**src/rtl/refresh_timer_pkg.sv**
```systemverilog
package refresh_timer_pkg;
  // Source of a counter (re)load in a given cycle.
  typedef enum logic [1:0] {
    LD_NONE  = 2'd0,
    LD_ARM   = 2'd1,
    LD_WRITE = 2'd2,
    LD_ACK   = 2'd3
  } load_src_e;
endpackage

```
**src/rtl/rit_interval_reg.sv**
```systemverilog
module rit_interval_reg #(
  parameter int PRESET_W = 16,
  parameter logic [PRESET_W-1:0] DEFAULT_IVAL = 16'h1E85
) (
  input  logic                clk,
  input  logic                rst_n,
  input  logic                wr_en,
  input  logic [PRESET_W-1:0] wr_data,
  output logic [PRESET_W-1:0] ival_q,
  output logic [PRESET_W-1:0] ival_next
);
  // Zero would give an empty interval; it is raised to the smallest step.
  function automatic logic [PRESET_W-1:0] clamp_ival(input logic [PRESET_W-1:0] v);
    if (v == '0) return {{(PRESET_W-1){1'b0}}, 1'b1};
    return v;
  endfunction

  logic [PRESET_W-1:0] wr_clamped;
  assign wr_clamped = clamp_ival(wr_data);
  assign ival_next  = wr_en ? wr_clamped : ival_q;

  always_ff @(posedge clk or negedge rst_n) begin
    if (!rst_n)     ival_q <= DEFAULT_IVAL;
    else if (wr_en) ival_q <= wr_clamped;
  end
endmodule

```
**src/rtl/rit_down_counter.sv**
```systemverilog
module rit_down_counter #(
  parameter int PRESET_W = 16,
  parameter int CNT_W    = 24
) (
  input  logic                clk,
  input  logic                rst_n,
  input  logic                load,
  input  logic [PRESET_W-1:0] ival,
  input  logic                run,
  output logic                expire
);
  localparam int LOW_W = CNT_W - PRESET_W;

  // Interval value goes to the upper bits; the low byte always starts cleared.
  function automatic logic [CNT_W-1:0] start_value(input logic [PRESET_W-1:0] v);
    return {v, {LOW_W{1'b0}}};
  endfunction

  logic [CNT_W-1:0] cnt_q;
  logic             at_last;

  assign at_last = (cnt_q == {{(CNT_W-1){1'b0}}, 1'b1});
  assign expire  = run && at_last && !load;

  always_ff @(posedge clk or negedge rst_n) begin
    if (!rst_n)                     cnt_q <= '0;
    else if (load)                  cnt_q <= start_value(ival);
    else if (run && cnt_q != '0)    cnt_q <= cnt_q - 1'b1;
  end
endmodule

```
**src/rtl/rit_irq_ctrl.sv**
```systemverilog
module rit_irq_ctrl
  import refresh_timer_pkg::*;
(
  input  logic      clk,
  input  logic      rst_n,
  input  logic      launch,
  input  logic      ival_wr,
  input  logic      irq_ack,
  input  logic      svc_done,
  input  logic      expire,
  output logic      armed,
  output logic      irq_req,
  output logic      refresh_active_n,
  output logic      ack_evt,
  output logic      arm_evt,
  output load_src_e load_src
);
  assign ack_evt = irq_ack && irq_req;
  assign arm_evt = launch && !armed;

  // An accepted acknowledge and a host write both reload; either picks the
  // same next interval value, so the order here only names the source.
  always_comb begin
    if (ack_evt)      load_src = LD_ACK;
    else if (ival_wr) load_src = LD_WRITE;
    else if (arm_evt) load_src = LD_ARM;
    else              load_src = LD_NONE;
  end

  always_ff @(posedge clk or negedge rst_n) begin
    if (!rst_n)       armed <= 1'b0;
    else if (arm_evt) armed <= 1'b1;
  end

  always_ff @(posedge clk or negedge rst_n) begin
    if (!rst_n)       irq_req <= 1'b0;
    else if (ack_evt) irq_req <= 1'b0;
    else if (expire)  irq_req <= 1'b1;
  end

  always_ff @(posedge clk or negedge rst_n) begin
    if (!rst_n)        refresh_active_n <= 1'b1;
    else if (ack_evt)  refresh_active_n <= 1'b0;
    else if (svc_done) refresh_active_n <= 1'b1;
  end
endmodule

```
**src/rtl/refresh_irq_timer.sv**
```systemverilog
module refresh_irq_timer
  import refresh_timer_pkg::*;
#(
  parameter int PRESET_W = 16,
  parameter int CNT_W    = 24,
  parameter int VEC_W    = 12,
  parameter logic [VEC_W-1:0]    VEC_ADDR     = 12'hFF0,
  parameter logic [PRESET_W-1:0] DEFAULT_IVAL = 16'h1E85
) (
  input  logic                clk,
  input  logic                rst_n,
  input  logic                ival_wr,
  input  logic [PRESET_W-1:0] ival_data,
  input  logic                launch,
  input  logic                irq_ack,
  input  logic                svc_done,
  input  logic                cs_wr_req,
  output logic                irq_req,
  output logic [VEC_W-1:0]    vector_addr,
  output logic                refresh_active_n,
  output logic                cs_wr_grant
);
  logic [PRESET_W-1:0] ival_q_w;
  logic [PRESET_W-1:0] ival_next_w;
  logic                armed_w;
  logic                expire_w;
  logic                ack_w;
  logic                arm_w;
  logic                load_w;
  logic                run_w;
  load_src_e           load_src_w;

  rit_interval_reg #(.PRESET_W(PRESET_W), .DEFAULT_IVAL(DEFAULT_IVAL)) ival_i (
    .clk(clk), .rst_n(rst_n), .wr_en(ival_wr), .wr_data(ival_data),
    .ival_q(ival_q_w), .ival_next(ival_next_w)
  );

  assign load_w = (load_src_w != LD_NONE);
  assign run_w  = armed_w && !irq_req;

  rit_down_counter #(.PRESET_W(PRESET_W), .CNT_W(CNT_W)) cnt_i (
    .clk(clk), .rst_n(rst_n), .load(load_w), .ival(ival_next_w),
    .run(run_w), .expire(expire_w)
  );

  rit_irq_ctrl ctrl_i (
    .clk(clk), .rst_n(rst_n), .launch(launch), .ival_wr(ival_wr),
    .irq_ack(irq_ack), .svc_done(svc_done), .expire(expire_w),
    .armed(armed_w), .irq_req(irq_req), .refresh_active_n(refresh_active_n),
    .ack_evt(ack_w), .arm_evt(arm_w), .load_src(load_src_w)
  );

  assign vector_addr = VEC_ADDR;
  assign cs_wr_grant = cs_wr_req && refresh_active_n;
endmodule

```
**config.mk**
```make
export PLATFORM = sky130hd
export DESIGN_NAME = refresh_irq_timer
export DESIGN_NICKNAME = d
export VERILOG_FILES = /design/src/rtl/refresh_timer_pkg.sv /design/src/rtl/rit_interval_reg.sv /design/src/rtl/rit_down_counter.sv /design/src/rtl/rit_irq_ctrl.sv /design/src/rtl/refresh_irq_timer.sv
export SDC_FILE = /design/constraint.sdc
export NUM_CORES = 1
export LEC_CHECK = 0
export ABC_CLOCK_PERIOD_IN_PS = 1800
export BUFFER_PORTS_ARGS = -buffer_cell sky130_fd_sc_hd__buf_2
export CAP_MARGIN = 10
export CORE_MARGIN = 2
export CORE_UTILIZATION = 40
export DETAILED_ROUTE_END_ITERATION = 12
export PLACE_DENSITY = 0.66
export SLEW_MARGIN = 10
export SYNTH_ARGS = -nofsm -noshare
export SYNTH_HDL_FRONTEND = slang
export SYNTH_SLANG_ARGS = --single-unit
```
**constraint.sdc**
```tcl
create_clock -name clk -period 1.8 [get_ports clk]
set_input_delay 0.36 -clock clk [delete_from_list [all_inputs] [get_ports clk]]
set_output_delay 0.36 -clock clk [all_outputs]
set_load 0.05 [all_outputs]
```
; ---- Word-level counts from Yosys, hierarchy flattened
; Index checks and enable logic that the tools add are counted.
; Widths: inputs -> output; s select.
[word_totals]
latch_bits = 0
memories = 0
mem_bits_rw = 0
in_bits = 23
mem_bits_ro = 0
ff_bits = 43
word_cells = 36
[op_classes]
muxes = 13
mul = 0
n_bitwise = 0
addsub = 1
eq_ne = 1
shifts = 0
n_reduce_logical = 16
order_cmp = 0
div_mod_pow = 0
[op_table]
columns = op, count
row1 = $mux 16, 3
row2 = $mux 24, 2
row3 = $eq 24x1->1 const B, 1
row4 = $reduce_bool 24->1, 1
row5 = $sub 24x1->24 const B, 1
row6 = $logic_not 16->1, 1
row7 = $reduce_bool 2->1, 4
row8 = $logic_and 1x1->1, 7
row9 = $mux 1, 6
row10 = $mux 2, 2
row11 = $logic_not 1->1, 3

; ---- Longest topological paths before layout
; Gate-level depths: netlist of run 1.
[logic_depth]
depth_word = 10
depth_mapped = 8
mapped_depth_nobuf = 7

; ---- By module
; From an unflattened synthesis of run 1, not the netlist that was laid out.
[hier_totals]
hier_cells = 249
hier_area_um2 = 2469.9
[by_module_without_submodules]
columns = module, cells_per_inst, n_inst, area_each_um2
row1 = rit_down_counter, 178, 1, 1512.7
row2 = rit_interval_reg, 41, 1, 694.4
row3 = rit_irq_ctrl, 13, 1, 146.4
row4 = refresh_irq_timer, 17, 1, 116.4

; ---- Worst setup path before layout of run 1
; Ideal clock, no wire load.
[synth_timing]
path_kind = register -> register
startpoint = register cnt_i.cnt_q[0]
endpoint = register cnt_i.cnt_q[12]
path_buffers = 1
t_required_ns = 1.674
path_slack_ns = -0.088
setup_ns = 0.126
stages_incl_launch_ff = 9
arrival_ns = 1.762
cell_sequence = dfrtp_1 -> inv_1 -> ha_1 -> nor4b_1 -> and3_2 -> buf_4 -> a211oi_1 -> nand4_1 -> nor3b_1
[synth_via]
elab_chain_cells = 3
word_cells_on_any_way = 6
cone_classes = add/sub: 1 / mux: 2 / reduce/logical: 3
[synth_rtl]
columns = item, line_no
row1 = start: declaration, rit_down_counter.sv:19  ; logic [CNT_W-1:0] cnt_q;
row2 = start signal: assignment, rit_down_counter.sv:27  ; else if (load) cnt_q <= start_value(ival);
row3 = start signal: assignment, rit_down_counter.sv:28  ; else if (run && cnt_q != '0) cnt_q <= cnt_q - 1'b1;
row4 = $sub 24x1->24 / $reduce_bool 24->1 (equally long branches), rit_down_counter.sv:28
row5 = $mux 24 / $logic_and 1x1->1 (equally long branches), rit_down_counter.sv:28
row6 = $mux 24 / $reduce_bool 2->1 (equally long branches), --
; Parallel ways exist; a longest one is shown, timed or not. The select of a mux whose other input is x is not followed.
; A chain may end at the register's enable or synchronous reset.

; ---- Worst setup path after layout of run 1
[layout_timing]
startpoint = register cnt_i.cnt_q[9]
endpoint = register cnt_i.cnt_q[14]
; The elaborated chain is that of the path after synthesis.

==> results of run 1 <==
## per-layer routing
layer / vias up / routed length, um
met1: 948 / 2690
met3: 5 / 176
met5: - / 0
met4: 0 / 61
li1: 934 / -
met2: 35 / 2590
## cell families after synthesis
group | Yosys count | share of synthesized area [%]
and+or+nand+nor | 86 | 22.5
DFF | 43 | 44.4
AOI/OAI and AO/OA | 38 | 11.8
buffers and inverters | 24 | 6.18
xor gates and xnor gates | 18 | 6.44
muxes | 15 | 6.90
adders and majority gates | 3 | 1.53
other | 2 | 0.307
## power by group
group          switching [uW]  internal (uW)
Clock                     350            315
Combinational             515            516
Sequential                121           1110
## metrics by stage
stage | instances | cell area, sq um | hold WS [ns] | utilization [%] | setup WS (ns)
2_1_floorplan | 239 | 2500 | 0.0644 | - | -0.0250
3_3_place_gp | 353 | 2870 | 0.338 | 48.5 | -0.0506
3_5_place_dp | 353 | 2870 | 0.343 | 48.5 | -0.0578
4_1_cts | 361 | 2980 | 0.0149 | 50.3 | -0.0365
5_1_grt | 370 | 3190 | 0.0342 | 53.9 | -0.0974
6_report | 370 | 3190 | -0.000152 | 53.9 | -0.00502
## path summary, 6_finish.rpt
path	end	depth (start not counted)
max in group asynchronous	ival_i.ival_q[7]	2
min reg2reg	ival_i.ival_q[6]	1
max	cnt_i.cnt_q[14]	6
max reg2reg	cnt_i.cnt_q[14]	6
min in group clk	ctrl_i.refresh_active_n	2
min	ival_i.ival_q[8]	1
## layout make-up
type	instances	area share, %
inverter	3	0.353
multi-input combinational	172	43.7
clock buffer	7	2.71
timing repair buffer	69	16.0
clock inverter	1	0.275
tap	75	2.94
sequential	43	34.1
## synthesized netlist by cell type (all sizes together), types with 3 or more instances
master   instances  area share, %
dfrtp           35             36
nor2            24            3.7
buf             16            5.0
mux2            15            6.9
a21oi           14            2.9
xnor2           14            5.0
nand3           11            2.2
nor4            10            3.6
dfstp            8            8.6
nor3             8            2.8
a211oi           7            2.4
nand2            6           0.92
clkbuf           5           0.77
nand4            4            2.1
o21ai            4           0.97
xor2             4            1.4
a2111oi          3            2.4
and3             3           0.82
ha               3            1.5
inv              3           0.46
nand2b           3           0.77
o211ai           3           0.92
or3              3           0.77
## worst max-delay path: cells and delay by family, from the launching register on
kind	cells	cell delay [ns]
compound gates	1	0.22
buf+inv	1	0.16
flops	1	0.43
simple gates	4	0.89
## cell usage in the layout, fill, tap and decap left out, types with 3 or more instances in the layout
master / instances
a211oi_1: 3
a211oi_2: 4
a21oi_1: 14
buf_12: 4
buf_2: 25
buf_4: 39
clkbuf_8: 6
conb_1: 12
dfrtp_1: 34
dfstp_2: 8
mux2_2: 15
nand2_1: 6
nand2b_1: 3
nand3_1: 11
nand4_4: 3
nor2_1: 23
nor3_1: 3
nor3_4: 3
nor4_1: 3
nor4_2: 5
o211ai_1: 3
or3_1: 3
xnor2_1: 14
xor2_1: 4
## flip-flops by register name, summed over array words and instances (netlist names)
signal,cells
cnt_i.cnt_q,24
ival_i.ival_q,16
ctrl_i.refresh_active_n,1
ctrl_i.irq_req,1
ctrl_i.armed,1
## repair_timing
action	4_1_cts	5_1_grt
resized for setup	2	19
setup buffers	0	9
pin swaps	3	13
endpoints found under the setup margin	13	23
==> summary.md, run 1 <==
| Metric | Value |
|---|---|
| Vias in the first global route | `approximately 1.9k` |
| GRT Util Overall | `roughly 18%` |
| GR Util met3 | `between 4 and 5%` |
| Worst R2R Setup Slack | `-0.005 ns` |
| Top FF cell, synth | `dfrtp_1` |
| Port Buf Inserts | `25` |
| Worst setup path startpoint | `cnt_i.cnt_q[9]` |
| EDFF count, synth | `0` |
| Slowest cell on the critical path | `dfrtp_1` |
| Tmin final | `1.81 ns` |
| Max Root-Sink Buffers | `2` |
| Synth Warn # | `0` |
| FFs w/ async S/R, synth | `100%` |
| Die area | `6760 sq um` |
| CTS clk-pin slew, worst paths | `roughly 0.09 ns` |
| Setup TNS | `-0.00502 ns` |
| CP max stage delay | `0.43 ns` |
| Clk root buf | `clkbuf_8` |
| Gr busiest metal | `met2` |
| Met2 GRT Util | `between 20% and 30%` |
| Status | `finished with violations` |
| Peak VDD IR | `between 0.0004 and 0.0005 V` |
| Drt wl/cell | `between 10 and 15 um` |
| Max H-tree Level | `2` |
| Failing checks | `negative hold slack, negative setup slack` |
| GRT overflow | `0` |
| Hold crit path type | `in -> async` |
| Crit start category | `flip-flop` |
| TritonCTS Buffers | `5` |
| Post-synthesis cell type count | `53` |
| Max-Cap Viols | `0` |
| Ports | `38` |
| Sequential share of the synthesized area | `between 40 and 50%` |
| GP Congestion | `between 0.8 and 0.9` |
| FP Rows | `28` |
| Die Height | `82.2 um` |
| Pin count of the biggest net entering global routing | `29` |
| Worst hold margin | `-0.000152 ns` |
| Synth Cell Area | `approximately 2400 sq um` |
| DR DRC count | `0` |
| DRT iter0 DRCs | `58` |
| CTS tree | `yes` |
| ANT cells | `0` |
| RSZ-0062 raised after global routing | `yes` |
| CTS sink count | `43` |
| CP required | `roughly 2.0 ns` |
| Met1 GRT Util | `between 20% and 30%` |
| Area Overhead vs Synth | `30.3%` |
| Worst setup EP type | `flip-flop` |
| Sequential cell area | `about 1100 sq um` |
| Worst Path Arrival | `about 2.0 ns` |
| # hold bufs at CTS | `0` |
| Vias | `1922` |
| Fin. max-slew vios | `0` |
| Nets | `320` |
| Multi-input logic area | `1390 sq um` |
| Pleak | `between 0.001 and 0.0015 uW` |
| Yosys reg bits | `43` |
| Syn_area_per_cell | `between 10 and 15 sq um` |
| Fmax | `roughly 550 MHz` |
| Worst Slack Setup Final | `-0.00502 ns` |
| Cell Pwr Density | `a little over 900 nW/um^2` |
| Final period utilization | `100%` |
| First-pass GRT wire length | `8950 um` |
| Launching point of the worst reg2reg path | `cnt_i.cnt_q[9]` |
| CP max FO | `6` |
| CORE AREA | `5920 sq um` |
| Setup-failing EPs final | `1` |
| Hold Vio Cnt, Final | `1` |
| Initial Util | `41.4%` |
| Dpl hpwl | `3910 um` |
| Pwr Total | `2930 uW` |
| Antenna violations before repair | `0` |
| Worst skew pair latency | `approximately 0.30 ns` |
| Fillers | `approximately 530` |
| DRT Pass-1 Iters | `4` |
| Critical path class | `reg -> reg` |
| Post-detailed-route via-to-cell ratio | `~5.2` |
| Worst-path cell chain | `nor4_4 -> and4_4 -> buf_4 -> nand2_1 -> a211oi_2 -> nor3_2` |
| DRT Wirelength | `about 5500 um` |
| Clock Skew | `about 0.011 ns` |
| Routed Antenna Nets | `0` |
| Chip width | `approximately 80 um` |
| Synthesized netlist cell count | `229` |
| Share of post-route cells with drive strength above 1 | `a little under half` |
(Power assumes the default switching activity.)
==> inputs of run 2 (changes only) <==
- REMOVE_ABC_BUFFERS: unset -> 1
==> summary.md, run 2 (same netlist as run 1, synthesis figures left out) <==
| Metric | Value |
|---|---|
| Max-Cap Viols | `0 (unchanged)` |
| GP Congestion | `0.851 (+4.8%)` |
| Post-detailed-route via-to-cell ratio | `5.11 (-1.6%)` |
| Chip width | `82.2 um (unchanged)` |
| Routed Antenna Nets | `0 (unchanged)` |
| Pleak | `0.00131 uW (+1.9%)` |
| CTS clk-pin slew, worst paths | `0.08 ns (about the same)` |
| Tmin final | `1.77 ns (-0.0310 ns)` |
| Peak VDD IR | `0.000404 V (-11%)` |
| Fin area | `3210 sq um (+0.78%)` |
| Hold Vio Cnt, Final | `0 (-1)` |
| CORE AREA | `5920 sq um (unchanged)` |
| DRT Pass-1 Iters | `4 (unchanged)` |
| Largest register FFs | `24 (unchanged)` |
| Top reg by flops | `cnt_i.cnt_q` |
| DRT Wirelength | `5460 um (-0.98%)` |
| Worst setup EP type | `flip-flop` |
| GRT Util Overall | `16.6% (-0.88 points)` |
| GRT overflow | `0 (unchanged)` |
| Fmax | `564 MHz (+1.7%)` |
| DRT iter0 DRCs | `98 (+69%)` |
| TritonCTS Buffers | `5 (unchanged)` |
| FF-to-FF End | `cnt_i.cnt_q[17]` |
| Placed Cells | `360 (+2.0%)` |
| Fin. max-slew vios | `0 (unchanged)` |
| Max H-tree Level | `2 (unchanged)` |
| Vias | `1892 (-1.6%)` |
| Nets | `320 (unchanged)` |
| Die Height | `82.2 um (unchanged)` |
| Port Buf Inserts | `25 (unchanged)` |
| Commonest non-fill, non-tap cells in the layout | `35 x dfrtp_1, 34 x buf_4, 25 x buf_2` |
| Met1 GRT Util | `22.5% (-0.90 points)` |
| First-pass GRT wire length | `8510 um (-4.9%)` |
| Area after DPL | `2890 sq um (+0.83%)` |
| Worst R2R Setup Slack | `0.03 ns (+0.03 ns)` |
| RSZ-0062 raised after global routing | `yes` |
| Layout Cells excl Fill | `370 (unchanged)` |
| Launching point of the worst reg2reg path | `cnt_i.cnt_q[0]` |
| Clock Skew | `0.00635 ns (-0.00430 ns)` |
| Critical path class | `reg -> reg` |
| Worst setup path startpoint | `cnt_i.cnt_q[0]` |
| FP Rows | `28 (unchanged)` |
| Tightest Pin Transition | `0.543 ns` |
| Ports | `38 (unchanged)` |
| Clk root buf | `clkbuf_8` |
| Dpl hpwl | `3800 um (-2.7%)` |
| Pin count of the biggest net entering global routing | `44 (+52%)` |
| Relative slew slack | `a little under two thirds` |
| # hold bufs at CTS | `0 (unchanged)` |
| Share of post-route cells with drive strength above 1 | `44.4% (-1.4 points)` |
| Fillers | `504 (-5.3%)` |
| Antenna violations before repair | `0 (unchanged)` |
| ANT cells | `0 (unchanged)` |
| CP endpoint | `cnt_i.cnt_q[17]` |
| CTS sink count | `43 (unchanged)` |
| Area Overhead vs Synth | `31.3%` |
| DR DRC count | `0 (unchanged)` |
| Worst Path Arrival | `1.95 ns (-0.05 ns)` |
| Crit start category | `flip-flop` |
| Worst skew pair latency | `0.29 ns (about the same)` |
| Drt wl/cell | `14.8 um (-0.98%)` |
| GR Util met3 | `3.80% (-0.43 points)` |
| Hold crit path type | `in -> async` |
| Vias in the first global route | `1773 (-6.2%)` |
| R2r worst-path depth | `8 (+2)` |
| Status | `completed` |
| Cell Pwr Density | `938 nW/um^2 (+2.2%)` |
| CP required | `1.98 ns (about the same)` |
| Commonest non-fill, non-tap cell in the layout | `dfrtp_1` |
| Setup-failing EPs final | `0 (-1)` |
| Final period utilization | `98.6% (-1.7 points)` |
| Gr busiest metal | `met2` |
| CP max FO | `10 (+4)` |
| Die area | `6760 sq um (unchanged)` |
| Initial Util | `41.4% (unchanged)` |
| Met2 GRT Util | `26.9% (-1.6 points)` |
| Max Root-Sink Buffers | `2 (unchanged)` |
| Largest regs | `cnt_i.cnt_q x24, ival_i.ival_q x16` |
| CTS tree | `yes` |
[run 2: worst max-delay path, cell delays in order, from the launching register on]
cell and delay [ns]:
dfrtp_1 0.35, inv_1 0.06, ha_1 0.19, nor4b_4 0.13, and3_4 0.24, buf_4 0.17
nor4_4 0.27, xnor2_1 0.16, a21oi_1 0.09
[run 2: repair_timing]
item                                    in CTS  in global routing
pin swaps                                    4                 20
endpoints found under the setup margin      18                 24
gates resized for setup                      6                 24
hold endpoints to repair                     0                  0
buffers inserted                             3                  0
[run 2: where the power goes]
part / internal [uW] / switching (uW) / total, uW
logic: 430 / 467 / 897
registers: 1110 / 130 / 1240
clock network: 555 / 323 / 877
total: 2090 / 919 / 3010
[run 2: per-stage QoR]
stage	utilization (%)	TNS (ns)	setup WS [ns]	power, uW	hold WS, ns
floorplan	-	-2.60	-0.260	1740	0.0644
global placement	48.9	-0.214	-0.0564	2040	0.468
detailed placement	48.9	-0.256	-0.0429	2060	0.471
CTS	52.2	0	0.0125	2990	0.147
global route	54.3	-0.398	-0.0550	3180	0.177
finish	54.3	0	0.0259	3010	0.126
[run 2: layout make-up]
class / count / area [sq um] / area share [%]
clock inverters: 2 / 60.1 / 1.87
repair buffers: 69 / 502 / 15.6
well taps: 75 / 93.8 / 2.92
clock buffers: 6 / 72.6 / 2.26
multi-input cells: 172 / 1390 / 43.2
inverters: 3 / 11.3 / 0.350
flip-flops and latches: 43 / 1090 / 33.8
[run 2: per-layer routing]
layer | wire length [um] | vias up
li1 | - | 944
met1 | 2470 | 905
met2 | 2710 | 39
met3 | 238 | 4
met4 | 43 | 0
met5 | 0 | -
[run 2: worst min-delay path by stage]
| stage | start | to | slack (ns) | cells after the start |
|---|---|---|---|---|
| finish | rst_n | cnt_i.cnt_q[22] | 0.13 | 2 |
| detailed placement | rst_n | cnt_i.cnt_q[22] | 0.47 | 2 |
| floorplan | rst_n | cnt_i.cnt_q[0] | 0.06 | 0 |
| CTS | rst_n | cnt_i.cnt_q[22] | 0.15 | 2 |
| global route | rst_n | cnt_i.cnt_q[22] | 0.18 | 2 |
| global placement | rst_n | cnt_i.cnt_q[22] | 0.47 | 2 |
